--- src/rtl/swl_pkg.sv ---
package swl_pkg;

    typedef enum logic [1:0] {
        LS_IDLE       = 2'd0,
        LS_PRES_WAIT  = 2'd1,
        LS_PRES_DRIVE = 2'd2,
        LS_READY      = 2'd3
    } link_state_e;

endpackage

--- src/rtl/swl_sync.sv ---
module swl_sync (
    input  logic clk,
    input  logic rst_n,
    input  logic raw_i,
    output logic level_o,
    output logic fall_o,
    output logic rise_o
);

    typedef struct packed {
        logic s1;
        logic s2;
        logic prev;
    } sync_t;

    sync_t sync_d, sync_q;

    always_comb begin
        sync_d      = sync_q;
        sync_d.s1   = raw_i;
        sync_d.s2   = sync_q.s1;
        sync_d.prev = sync_q.s2;
    end

    // idle wire is high: reset every stage to 1 so no edge appears at start
    always_ff @(posedge clk or negedge rst_n) begin
        if (!rst_n) sync_q <= '1;
        else        sync_q <= sync_d;
    end

    assign level_o = sync_q.s2;
    assign fall_o  = sync_q.prev & ~sync_q.s2;
    assign rise_o  = ~sync_q.prev & sync_q.s2;

endmodule

--- src/rtl/swl_span_timer.sv ---
module swl_span_timer #(
    parameter int CNT_W     = 16,
    parameter int STUCK_CYC = 8000,
    parameter int IDLE_CYC  = 40000
) (
    input  logic             clk,
    input  logic             rst_n,
    input  logic             level_i,
    output logic [CNT_W-1:0] low_len_o,
    output logic             stuck_o,
    output logic             idle_o
);

    localparam logic [CNT_W-1:0] STUCK_L = CNT_W'(STUCK_CYC);
    localparam logic [CNT_W-1:0] IDLE_L  = CNT_W'(IDLE_CYC);

    typedef struct packed {
        logic [CNT_W-1:0] low;
        logic [CNT_W-1:0] high;
    } span_t;

    span_t span_d, span_q;

    always_comb begin
        span_d = span_q;
        if (level_i) begin
            span_d.low = '0;
            if (span_q.high != IDLE_L) span_d.high = span_q.high + 1'b1;
        end else begin
            span_d.high = '0;
            if (span_q.low != STUCK_L) span_d.low = span_q.low + 1'b1;
        end
    end

    always_ff @(posedge clk or negedge rst_n) begin
        if (!rst_n) span_q <= '0;
        else        span_q <= span_d;
    end

    // on the rise cycle low still holds the full low length
    assign low_len_o = span_q.low;
    assign stuck_o   = (span_q.low == STUCK_L);
    assign idle_o    = (span_q.high == IDLE_L);

endmodule

--- src/rtl/swl_slot_fsm.sv ---
module swl_slot_fsm
    import swl_pkg::*;
#(
    parameter int DATA_W        = 8,
    parameter int CNT_W         = 16,
    parameter int TMR_W         = 10,
    parameter int RESET_MIN_CYC = 3200,
    parameter int STUCK_CYC     = 8000,
    parameter int ONE_MAX_CYC   = 240,
    parameter int ZERO_MIN_CYC  = 480,
    parameter int PRES_WAIT_CYC = 240,
    parameter int PRES_CYC      = 800,
    parameter int TX_HOLD_CYC   = 600
) (
    input  logic              clk,
    input  logic              rst_n,
    input  logic              fall_i,
    input  logic              rise_i,
    input  logic [CNT_W-1:0]  low_len_i,
    input  logic              stuck_i,
    input  logic              idle_i,
    input  logic [DATA_W-1:0] tx_data_i,
    input  logic              tx_valid_i,
    output logic              tx_ready_o,
    output logic [DATA_W-1:0] rx_data_o,
    output logic              rx_valid_o,
    output logic              drive_low_o,
    output logic              linked_o,
    output logic              fault_o
);

    localparam int BC_W = $clog2(DATA_W + 1);

    localparam logic [CNT_W-1:0] RST_MIN_L  = CNT_W'(RESET_MIN_CYC);
    localparam logic [CNT_W-1:0] STUCK_L    = CNT_W'(STUCK_CYC);
    localparam logic [CNT_W-1:0] ONE_MAX_L  = CNT_W'(ONE_MAX_CYC);
    localparam logic [CNT_W-1:0] ZERO_MIN_L = CNT_W'(ZERO_MIN_CYC);
    localparam logic [TMR_W-1:0] PW_LAST    = TMR_W'(PRES_WAIT_CYC - 1);
    localparam logic [TMR_W-1:0] PD_LAST    = TMR_W'(PRES_CYC - 1);
    localparam logic [TMR_W-1:0] TH_LAST    = TMR_W'(TX_HOLD_CYC - 1);
    localparam logic [BC_W-1:0]  BIT_LAST   = BC_W'(DATA_W - 1);

    typedef struct packed {
        link_state_e       st;
        logic [TMR_W-1:0]  tmr;
        logic              slot_act;
        logic              slot_tx;
        logic [DATA_W-1:0] rx_sh;
        logic [BC_W-1:0]   rx_cnt;
        logic              rx_vld;
        logic [DATA_W-1:0] rx_out;
        logic [DATA_W-1:0] tx_sh;
        logic [BC_W-1:0]   tx_cnt;
        logic              tx_busy;
        logic              drive;
        logic              fault;
    } fsm_t;

    fsm_t fsm_d, fsm_q;

    logic              valid_reset;
    logic              bit_ok;
    logic              bit_val;
    logic [DATA_W-1:0] rx_next;

    assign valid_reset = rise_i && (low_len_i >= RST_MIN_L) && (low_len_i < STUCK_L);

    // classify a completed write-slot low by its length
    always_comb begin
        bit_ok  = 1'b0;
        bit_val = 1'b0;
        if (low_len_i < ONE_MAX_L) begin
            bit_ok  = 1'b1;
            bit_val = 1'b1;
        end else if (low_len_i > ZERO_MIN_L) begin
            bit_ok  = 1'b1;
            bit_val = 1'b0;
        end
        rx_next = {bit_val, fsm_q.rx_sh[DATA_W-1:1]};
    end

    assign tx_ready_o = (fsm_q.st == LS_READY) && !fsm_q.tx_busy && !fsm_q.slot_act;

    always_comb begin
        fsm_d        = fsm_q;
        fsm_d.rx_vld = 1'b0;

        case (fsm_q.st)
            LS_IDLE: begin
                fsm_d.drive = 1'b0;
                if (valid_reset) begin
                    fsm_d.st    = LS_PRES_WAIT;
                    fsm_d.tmr   = '0;
                    fsm_d.fault = 1'b0;
                end
            end

            LS_PRES_WAIT: begin
                if (fsm_q.tmr == PW_LAST) begin
                    fsm_d.tmr   = '0;
                    fsm_d.st    = LS_PRES_DRIVE;
                    fsm_d.drive = 1'b1;
                end else begin
                    fsm_d.tmr = fsm_q.tmr + 1'b1;
                end
            end

            LS_PRES_DRIVE: begin
                if (fsm_q.tmr == PD_LAST) begin
                    fsm_d.tmr      = '0;
                    fsm_d.drive    = 1'b0;
                    fsm_d.st       = LS_READY;
                    fsm_d.slot_act = 1'b0;
                    fsm_d.slot_tx  = 1'b0;
                    fsm_d.rx_cnt   = '0;
                    fsm_d.tx_cnt   = '0;
                    fsm_d.tx_busy  = 1'b0;
                end else begin
                    fsm_d.tmr = fsm_q.tmr + 1'b1;
                end
            end

            LS_READY: begin
                if (valid_reset) begin
                    // restart handshake, drop any partial byte either way
                    fsm_d.st       = LS_PRES_WAIT;
                    fsm_d.tmr      = '0;
                    fsm_d.fault    = 1'b0;
                    fsm_d.slot_act = 1'b0;
                    fsm_d.rx_cnt   = '0;
                    fsm_d.tx_busy  = 1'b0;
                    fsm_d.drive    = 1'b0;
                end else begin
                    if (tx_valid_i && tx_ready_o) begin
                        fsm_d.tx_sh   = tx_data_i;
                        fsm_d.tx_cnt  = '0;
                        fsm_d.tx_busy = 1'b1;
                    end

                    if (fsm_q.drive) begin
                        if (fsm_q.tmr == TH_LAST) fsm_d.drive = 1'b0;
                        else                      fsm_d.tmr   = fsm_q.tmr + 1'b1;
                    end

                    if (fall_i) begin
                        fsm_d.slot_act = 1'b1;
                        fsm_d.slot_tx  = fsm_q.tx_busy;
                        if (fsm_q.tx_busy && !fsm_q.tx_sh[0]) begin
                            fsm_d.drive = 1'b1;
                            fsm_d.tmr   = '0;
                        end
                    end else if (rise_i && fsm_q.slot_act) begin
                        fsm_d.slot_act = 1'b0;
                        if (fsm_q.slot_tx) begin
                            fsm_d.tx_sh  = fsm_q.tx_sh >> 1;
                            fsm_d.tx_cnt = fsm_q.tx_cnt + 1'b1;
                            if (fsm_q.tx_cnt == BIT_LAST) begin
                                fsm_d.tx_busy = 1'b0;
                                fsm_d.tx_cnt  = '0;
                            end
                        end else if (bit_ok) begin
                            fsm_d.rx_sh = rx_next;
                            if (fsm_q.rx_cnt == BIT_LAST) begin
                                fsm_d.rx_cnt = '0;
                                fsm_d.rx_out = rx_next;
                                fsm_d.rx_vld = 1'b1;
                            end else begin
                                fsm_d.rx_cnt = fsm_q.rx_cnt + 1'b1;
                            end
                        end
                    end
                end
            end

            default: fsm_d.st = LS_IDLE;
        endcase

        // wire broken or stuck: drop the link whatever was in progress
        if (stuck_i || idle_i) begin
            fsm_d.fault    = 1'b1;
            fsm_d.st       = LS_IDLE;
            fsm_d.drive    = 1'b0;
            fsm_d.tx_busy  = 1'b0;
            fsm_d.slot_act = 1'b0;
            fsm_d.rx_cnt   = '0;
            fsm_d.rx_vld   = 1'b0;
        end
    end

    always_ff @(posedge clk or negedge rst_n) begin
        if (!rst_n) begin
            fsm_q    <= '0;
            fsm_q.st <= LS_IDLE;
        end else begin
            fsm_q <= fsm_d;
        end
    end

    assign rx_data_o   = fsm_q.rx_out;
    assign rx_valid_o  = fsm_q.rx_vld;
    assign drive_low_o = fsm_q.drive;
    assign linked_o    = (fsm_q.st == LS_READY);
    assign fault_o     = fsm_q.fault;

endmodule

--- src/rtl/swl_slave.sv ---
module swl_slave #(
    parameter int DATA_W       = 8,
    parameter int CLK_PER_US   = 8,
    parameter int RESET_MIN_US = 400,
    parameter int RESET_NOM_US = 500,
    parameter int ONE_MAX_US   = 30,
    parameter int ZERO_MIN_US  = 60,
    parameter int PRES_WAIT_US = 30,
    parameter int PRES_US      = 100,
    parameter int TX_HOLD_US   = 75,
    parameter int TIMEOUT_US   = 5000
) (
    input  logic              clk,
    input  logic              rst_n,
    input  logic              line_i,
    output logic              drive_low_o,
    output logic              linked_o,
    output logic              fault_o,
    output logic [DATA_W-1:0] rx_data_o,
    output logic              rx_valid_o,
    input  logic [DATA_W-1:0] tx_data_i,
    input  logic              tx_valid_i,
    output logic              tx_ready_o
);

    localparam int RESET_MIN_CYC = RESET_MIN_US * CLK_PER_US;
    localparam int STUCK_CYC     = 2 * RESET_NOM_US * CLK_PER_US;
    localparam int IDLE_CYC      = TIMEOUT_US * CLK_PER_US;
    localparam int ONE_MAX_CYC   = ONE_MAX_US * CLK_PER_US;
    localparam int ZERO_MIN_CYC  = ZERO_MIN_US * CLK_PER_US;
    localparam int PRES_WAIT_CYC = PRES_WAIT_US * CLK_PER_US;
    localparam int PRES_CYC      = PRES_US * CLK_PER_US;
    localparam int TX_HOLD_CYC   = TX_HOLD_US * CLK_PER_US;
    localparam int SPAN_MAX      = (STUCK_CYC > IDLE_CYC) ? STUCK_CYC : IDLE_CYC;
    localparam int CNT_W         = $clog2(SPAN_MAX + 1);
    localparam int TMR_MAX0      = (PRES_WAIT_CYC > PRES_CYC) ? PRES_WAIT_CYC : PRES_CYC;
    localparam int TMR_MAX       = (TMR_MAX0 > TX_HOLD_CYC) ? TMR_MAX0 : TX_HOLD_CYC;
    localparam int TMR_W         = $clog2(TMR_MAX + 1);

    logic             level_s;
    logic             fall_s;
    logic             rise_s;
    logic [CNT_W-1:0] low_len;
    logic             stuck;
    logic             idle;

    swl_sync u_sync (
        .clk     (clk),
        .rst_n   (rst_n),
        .raw_i   (line_i),
        .level_o (level_s),
        .fall_o  (fall_s),
        .rise_o  (rise_s)
    );

    swl_span_timer #(
        .CNT_W     (CNT_W),
        .STUCK_CYC (STUCK_CYC),
        .IDLE_CYC  (IDLE_CYC)
    ) u_span (
        .clk       (clk),
        .rst_n     (rst_n),
        .level_i   (level_s),
        .low_len_o (low_len),
        .stuck_o   (stuck),
        .idle_o    (idle)
    );

    swl_slot_fsm #(
        .DATA_W        (DATA_W),
        .CNT_W         (CNT_W),
        .TMR_W         (TMR_W),
        .RESET_MIN_CYC (RESET_MIN_CYC),
        .STUCK_CYC     (STUCK_CYC),
        .ONE_MAX_CYC   (ONE_MAX_CYC),
        .ZERO_MIN_CYC  (ZERO_MIN_CYC),
        .PRES_WAIT_CYC (PRES_WAIT_CYC),
        .PRES_CYC      (PRES_CYC),
        .TX_HOLD_CYC   (TX_HOLD_CYC)
    ) u_fsm (
        .clk         (clk),
        .rst_n       (rst_n),
        .fall_i      (fall_s),
        .rise_i      (rise_s),
        .low_len_i   (low_len),
        .stuck_i     (stuck),
        .idle_i      (idle),
        .tx_data_i   (tx_data_i),
        .tx_valid_i  (tx_valid_i),
        .tx_ready_o  (tx_ready_o),
        .rx_data_o   (rx_data_o),
        .rx_valid_o  (rx_valid_o),
        .drive_low_o (drive_low_o),
        .linked_o    (linked_o),
        .fault_o     (fault_o)
    );

endmodule

--- config.mk ---
export PLATFORM = sky130hd
export DESIGN_NAME = swl_slave
export DESIGN_NICKNAME = d
export VERILOG_FILES = /design/src/rtl/swl_pkg.sv /design/src/rtl/swl_sync.sv /design/src/rtl/swl_span_timer.sv /design/src/rtl/swl_slot_fsm.sv /design/src/rtl/swl_slave.sv
export SDC_FILE = /design/constraint.sdc
export NUM_CORES = 1
export LEC_CHECK = 0
export BUFFER_PORTS_ARGS = -buffer_cell sky130_fd_sc_hd__buf_2
export CORE_MARGIN = 4
export CORE_UTILIZATION = 35
export CTS_BUF_LIST = sky130_fd_sc_hd__clkbuf_16
export DETAILED_ROUTE_END_ITERATION = 12
export GPL_ROUTABILITY_DRIVEN = 0
export REMOVE_ABC_BUFFERS = 1
export SLEW_MARGIN = 10
export SYNTH_ARGS = -nofsm -noshare
export SYNTH_HDL_FRONTEND = slang
export SYNTH_HIERARCHICAL = 1
export SYNTH_SLANG_ARGS = --single-unit
--- constraint.sdc ---
create_clock -name clk -period 2.1 [get_ports clk]
set_input_delay 0.105 -clock clk [delete_from_list [all_inputs] [get_ports clk]]
set_output_delay 0.105 -clock clk [all_outputs]
set_load 0.02 [all_outputs]
==> impl_metrics.json, run 1 <==
{
  "worst_hold_path_type": "in2reg",
  "rows": 42,
  "synth_seq_area_share_pct": 43.6,
  "violations": "negative setup slack",
  "cts_buffers": 9,
  "min_period_ns": 2.12,
  "vias": 3753,
  "root_buffer": "clkbuf_16",
  "die_h_um": 126,
  "fp.dieW_um": 126,
  "synthTopCellsByArea": "dfrtp_1 (42%), buf_4 (3.9%), o21ai_0 (3.4%), ha_1 (3.1%), nand2_1 (3.0%)",
  "setup_violations": 8,
  "outcome": "finished with violations",
  "ys_seq_elements": 84,
  "worstSetupPathType": "reg2reg",
  "p_leak_nw": 2.66,
  "synthTopCellsByCount": "dfrtp_1 (81), nand2_1 (39), nor2_1 (34)",
  "drt_first_pass_iters": 4,
  "postSynth.asyncResetShare_pct": 100,
  "fin_ws_ns": -0.0182,
  "nets": 564,
  "num_antenna_cells": 0,
  "synth_area_um2": 4830,
  "fmax_ghz": 0.472,
  "cts_tree": "done",
  "synth_top_cell_area_share_pct": 41.9,
  "finalClockSkew_ns": 0.00773,
  "synth_ff_type": "dfrtp_1",
  "cap_violations": 0,
  "drive_above_1_share_pct": 28.1,
  "clkLatencyLatePin_ns": 0.34,
  "whs_ns": 0.0293,
  "design_area_um2": 5780,
  "critPathCaptureType": "flop",
  "vias_per_cell": 5.21,
  "wl_per_cell_um": 14.3,
  "peakVddDrop_mv": 0.354,
  "dp_cells": 696,
  "area_growth_pct": 19.5,
  "worstPathRequired_ns": 2.32,
  "antenna_found_initial": 0,
  "period_share_pct": 101,
  "coreArea_um2": 13400,
  "ant_nets": 0,
  "yosys.cell_count.top_type": "dfrtp_1",
  "finalHoldViolations": 0,
  "grt_pass1_wl_mm": 18.0,
  "final_cells": 721,
  "p_total_w": 0.00325,
  "rsz0062_at_grt": "yes",
  "slew_headroom_pct": 66.6,
  "avgSynthCellArea_um2": 10.0,
  "drc": 0,
  "critPathLaunchType": "flop",
  "dieArea_um2": 15800,
  "dpl_cell_area_um2": 5330,
  "synthDistinctLibCells": 79,
  "crit_arrival_ns": 2.34,
  "power.density_nw_per_um2": 562,
  "grt_usage_pct": 13.7,
  "io_buffers": 24,
  "post-dp-hpwl_mm": 7.45,
  "tightest_slew_ns": 0.502,
  "synth_top_cell_by_area": "dfrtp_1",
  "start_util_pct": 36.1,
  "io_pins": 25,
  "cts.reportedPaths.clkPinSlew_ns": 0.06,
  "grt_max_degree": 50,
  "h-tree-depth": 3,
  "slew_violations": 0,
  "synthCells": 483,
  "numClockSinks": 84,
  "grt_pass1_vias": 3672,
  "grt-ovfl-total": 0,
  "cts.path.max_buffers": 2,
  "postRouteWirelength_mm": 10.3,
  "fin_setup_tns_ns": -0.118,
  "ys.warnings.count": 6,
  "initialDrtViolationCount": 237,
  "critPathMaxFanout": 8,
  "synth_edf_count": 0,
  "rrSetupSlack_ns": -0.02
}
## report_power, final
| part | switching, W | internal, W |
|---|---|---|
| clock network | 0.000664 | 0.000807 |
| registers | 0.00000995 | 0.00163 |
| logic | 0.0000807 | 0.0000531 |
| total | 0.000754 | 0.00249 |
## flip-flops by register name, summed over array words and instances, names as in the netlist
| name | cells |
|---|---|
| u_fsm/rx_valid_o | 1 |
| u_span/span_q | 16 |
| u_sync/sync_d | 1 |
| u_fsm/drive_low_o | 1 |
| u_span/low_len_o | 16 |
| u_sync/level_o | 1 |
| u_fsm/rx_data_o | 8 |
| u_fsm/fault_o | 1 |
| u_fsm/fsm_q | 38 |
| u_sync/sync_q | 1 |
## area by class of cell
| type | count | area [um^2] |
|---|---|---|
| Multi-Input combinational cell | 339 | 2480 |
| Clock buffer | 9 | 225 |
| Clock inverter | 7 | 52.6 |
| Fill cell | 1263 | 7620 |
| Timing Repair Buffer | 86 | 618 |
| Sequential cell | 84 | 2110 |
| Tap cell | 176 | 220 |
| Inverter | 20 | 75.1 |
## metal layers
layer  share of wire, %  vias to the layer above  GRT usage, %
met1                 48                     1863          18.8
li1                   -                     1835             -
met3                2.4                        6          2.99
met5                  0                        -             0
met2                 49                       49          21.2
met4               0.81                        0          4.91
## layout by cell type, fill, tap and decap left out, drive strengths merged, types with 3 or more instances in the layout
| master | count |
|---|---|
| clkinv | 5 |
| nor4 | 5 |
| nand4 | 13 |
| nor3 | 5 |
| o31ai | 9 |
| clkbuf | 9 |
| nor2 | 34 |
| a21oi | 22 |
| nor2b | 5 |
| inv | 21 |
| dfrtp | 81 |
| o21ai | 35 |
| nor3b | 5 |
| mux2 | 16 |
| nand3 | 17 |
| xnor2 | 8 |
| and2 | 7 |
| nand2b | 6 |
| o211ai | 5 |
| o22ai | 3 |
| or3 | 6 |
| mux2i | 11 |
| and4 | 5 |
| dfstp | 3 |
| nand2 | 39 |
| or4 | 5 |
| xor2 | 14 |
| ha | 12 |
| buf | 84 |
| and3 | 8 |
| nor4b | 5 |
## worst max-delay path, stage by stage, from the launching register on
cell and delay [ns]:
dfstp_2 0.54, and2b_2 0.16, nand2_1 0.05, or3_1 0.32, a31oi_2 0.17, and2_4 0.17, nor2b_4 0.15, buf_12 0.14
mux2_4 0.29
## kinds of logic after synthesis
group	after synthesis	share of synthesized area [%]
XOR/XNOR	22	3.99
adder cells (fa/ha/maj)	12	3.11
AO/OA/AOI/OAI	102	13.9
AND/OR/NAND/NOR	176	21.7
buffers and inverters	60	7.12
multiplexers	27	6.63
flip-flops	84	43.6
## final timing paths
kind / from / to / cells past startpoint
worst min-delay path: tx_data_i[7] / u_fsm/fsm_q[14]$_DFFE_PN0P_ / 2
max in group asynchronous: rst_n / u_fsm/fsm_q[14]$_DFFE_PN0P_ / 3
worst max register to register: u_sync/level_o$_DFF_PN1_ / u_fsm/rx_data_o[6]$_DFFE_PN0P_ / 8
min in group asynchronous: rst_n / u_span/span_q[11]$_DFFE_PN0P_ / 2
worst min register to register: u_sync/sync_d[1]$_DFF_PN1_ / u_sync/level_o$_DFF_PN1_ / 0
worst max-delay path: u_sync/level_o$_DFF_PN1_ / u_fsm/rx_data_o[6]$_DFFE_PN0P_ / 8
## what timing repair did
action	CTS	global route
setup buffers	2	5
endpoints found under the setup margin	9	35
gates resized for setup	1	20
hold endpoints to repair	33	0
pin swaps	0	3
hold buffers	2	0
## through the flow
stage	utilization, %	worst slack, ns
final	43.1	-0.0182
after global routing	43.1	-0.0953
after floorplan	-	-0.373
after detailed placement	39.8	-0.0297
after CTS	42.2	-0.0209
after global placement	39.8	-0.00687
No activity file was read; power rests on OpenSTA's default activity.
==> inputs of run 2 (changes only) <==
--- a/config.mk
+++ b/config.mk
@@ -5,7 +5,7 @@
 export SDC_FILE = /design/constraint.sdc
 export NUM_CORES = 1
 export LEC_CHECK = 0
-export BUFFER_PORTS_ARGS = -buffer_cell sky130_fd_sc_hd__buf_2
+export BUFFER_PORTS_ARGS = -buffer_cell sky130_fd_sc_hd__buf_4
 export CORE_MARGIN = 4
 export CORE_UTILIZATION = 35
 export CTS_BUF_LIST = sky130_fd_sc_hd__clkbuf_16
==> run 2 against run 1 <==
Net effect:
- the flow still finishes with violations (negative setup slack)
- clock skew is essentially flat
- sequential power is essentially flat
- count of clock-buffer cells in the layout is the same
- largest power group unchanged
- highest routed layer unchanged
==> impl_metrics.json, run 2 (synthesized netlist as in run 1, its figures left out) <==
{
  "outcome": "finished with violations",
  "violations": "negative setup slack",
  "coreArea_um2": 13400,
  "rsz0062_at_grt": "yes",
  "critPathLaunchType": "flop",
  "r2r_cells": 8,
  "cap_violations": 0,
  "worst_hold_path_type": "in2reg",
  "io_pins": 25,
  "crit_arrival_ns": 2.34,
  "h-tree-depth": 3,
  "worstPathRequired_ns": 2.33,
  "finalHoldViolations": 0,
  "peakVddDrop_mv": 0.368,
  "num_antenna_cells": 0,
  "numClockSinks": 84,
  "area_growth_pct": 19.5,
  "fp.dieW_um": 126,
  "min_period_ns": 2.12,
  "grt_pass1_wl_mm": 17.6,
  "cp.depth": 8,
  "postRouteWirelength_mm": 10.4,
  "worstSetupPathType": "reg2reg",
  "cts.path.max_buffers": 2,
  "cts.reportedPaths.clkPinSlew_ns": 0.06,
  "antenna_found_initial": 0,
  "timing.rr.end": "u_fsm/rx_data_o[7]$_DFFE_PN0P_",
  "cts_buffers": 9,
  "setup_violations": 8,
  "slew_headroom_pct": 63.5,
  "final_util_pct": 43.1,
  "grt-ovfl-total": 0,
  "vias_per_cell": 5.17,
  "finalClockSkew_ns": 0.00799,
  "whs_ns": 0.0263,
  "post-dp-hpwl_mm": 7.56,
  "tightest_slew_ns": 0.547,
  "r2r-start": "u_sync/level_o$_DFF_PN1_",
  "path_buf_inv": 1,
  "layout_commonest_cell": "dfrtp_1",
  "drc": 0,
  "cp-endpoint": "u_fsm/rx_data_o[7]$_DFFE_PN0P_",
  "cts_tree": "done",
  "start_util_pct": 36.1,
  "initialDrtViolationCount": 315,
  "whs_path_depth": 2,
  "rrSetupSlack_ns": -0.02,
  "mostFrequentLayoutCells": "dfrtp_1 (81), buf_4 (80), nand2_1 (39)",
  "slew_violations": 0,
  "drive_above_1_share_pct": 26.6,
  "wl_per_cell_um": 14.5,
  "critPathCaptureType": "flop",
  "power.density_nw_per_um2": 585,
  "die_h_um": 126,
  "max_stage_delay_ns": 0.54,
  "grt_usage_pct": 13.5,
  "largest_reg_flops": 38,
  "fin_ws_ns": -0.0151,
  "crit_start": "u_sync/level_o$_DFF_PN1_",
  "cp_cell_sequence": "and2b_2 -> nand2_1 -> or3_4 -> a31oi_4 -> and2_4 -> nor2b_4 -> buf_12 -> mux2_4",
  "nets": 561,
  "crit_slowest_cell": "dfstp_2",
  "p_leak_nw": 2.61,
  "grt_max_degree": 41,
  "critPathMaxFanout": 8,
  "rows": 42,
  "dieArea_um2": 15800,
  "io_buffers": 24,
  "critPathTopFamily": "simple AND/OR/NAND/NOR gates",
  "ant_nets": 0,
  "worstHoldStart": "tx_data_i[7]",
  "vias": 3711,
  "period_share_pct": 101,
  "clkLatencyLatePin_ns": 0.34,
  "fmax_ghz": 0.473,
  "grt_pass1_vias": 3587,
  "root_buffer": "clkbuf_16",
  "top_register": "u_fsm/fsm_q",
  "drt_first_pass_iters": 4
}
==> run 2: cell types whose count changed in the layout (fill, tap and decap cells not counted), sizes merged <==
cell	before	now
clkinvlp	1	2
bufinv	0	1
clkinv	5	3
buf	84	81
==> run 2: worst register-to-register path: stages, from the launching register on <==
cell and delay, ns:
dfstp_2 0.54, and2b_2 0.17, nand2_1 0.05, or3_4 0.34, a31oi_4 0.15, and2_4 0.16, nor2b_4 0.16, buf_12 0.14
mux2_4 0.30
==> run 2: metrics by stage <==
stage | total power [W] | std cells | setup slack [ns] | setup TNS, ns | cell area [um^2]
4_1_cts | 0.00344 | 718 | -0.0247 | -0.161 | 5730
5_1_grt | 0.00352 | 718 | -0.115 | -1.21 | 5780
3_3_place_gp | 0.00180 | 699 | -0.00653 | -0.0502 | 5400
3_5_place_dp | 0.00181 | 699 | -0.0501 | -0.368 | 5400
2_1_floorplan | 0.00172 | 443 | -0.373 | -6.93 | 4560
6_report | 0.00338 | 718 | -0.0151 | -0.0727 | 5780
==> run 2: what timing repair did <==
item / CTS / global route
gates resized for setup: 1 / 11
gates cloned: 0 / 0
setup endpoints to repair: 9 / 36
buffers inserted: 1 / 0
endpoints found under the hold margin: 36 / 0
pin swaps: 1 / 1
hold buffers: 2 / 0
==> run 2: worst min path at each step <==
| stage | to | slack [ns] |
|---|---|---|
| floorplan | u_fsm/drive_low_o$_DFFE_PN0P_ | -0.19 |
| global placement | u_fsm/rx_data_o[5]$_DFFE_PN0P_ | 0.13 |
| detailed placement | u_fsm/rx_data_o[5]$_DFFE_PN0P_ | 0.12 |
| CTS | u_fsm/fsm_q[14]$_DFFE_PN0P_ | 0.01 |
| global route | u_fsm/fsm_q[14]$_DFFE_PN0P_ | 0.02 |
| finish | u_fsm/fsm_q[14]$_DFFE_PN0P_ | 0.03 |
==> run 2: area by class of cell <==
cell class	count	area, um^2
fill	1255	7620
multi-input combinational	339	2430
sequential	84	2110
timing repair buffer	83	641
clock buffer	9	225
tap	176	220
clock inverter	7	75.1
inverter	20	75.1
==> run 2: where the power goes <==
group / switching (W) / total [W] / internal (W)
Clock: 0.000673 / 0.00160 / 0.000925
Sequential: 0.0000108 / 0.00164 / 0.00163
Combinational: 0.0000806 / 0.000137 / 0.0000568
Total: 0.000764 / 0.00338 / 0.00261
==> run 2: per-layer routing <==
metal | up-vias | wire length, um | global-route usage (%)
li1 | 1832 | - | -
met3 | 11 | 349 | 3.03
met2 | 60 | 4990 | 21.9
met4 | 0 | 157 | 4.97
met5 | - | 0 | 0
met1 | 1808 | 4900 | 17.7
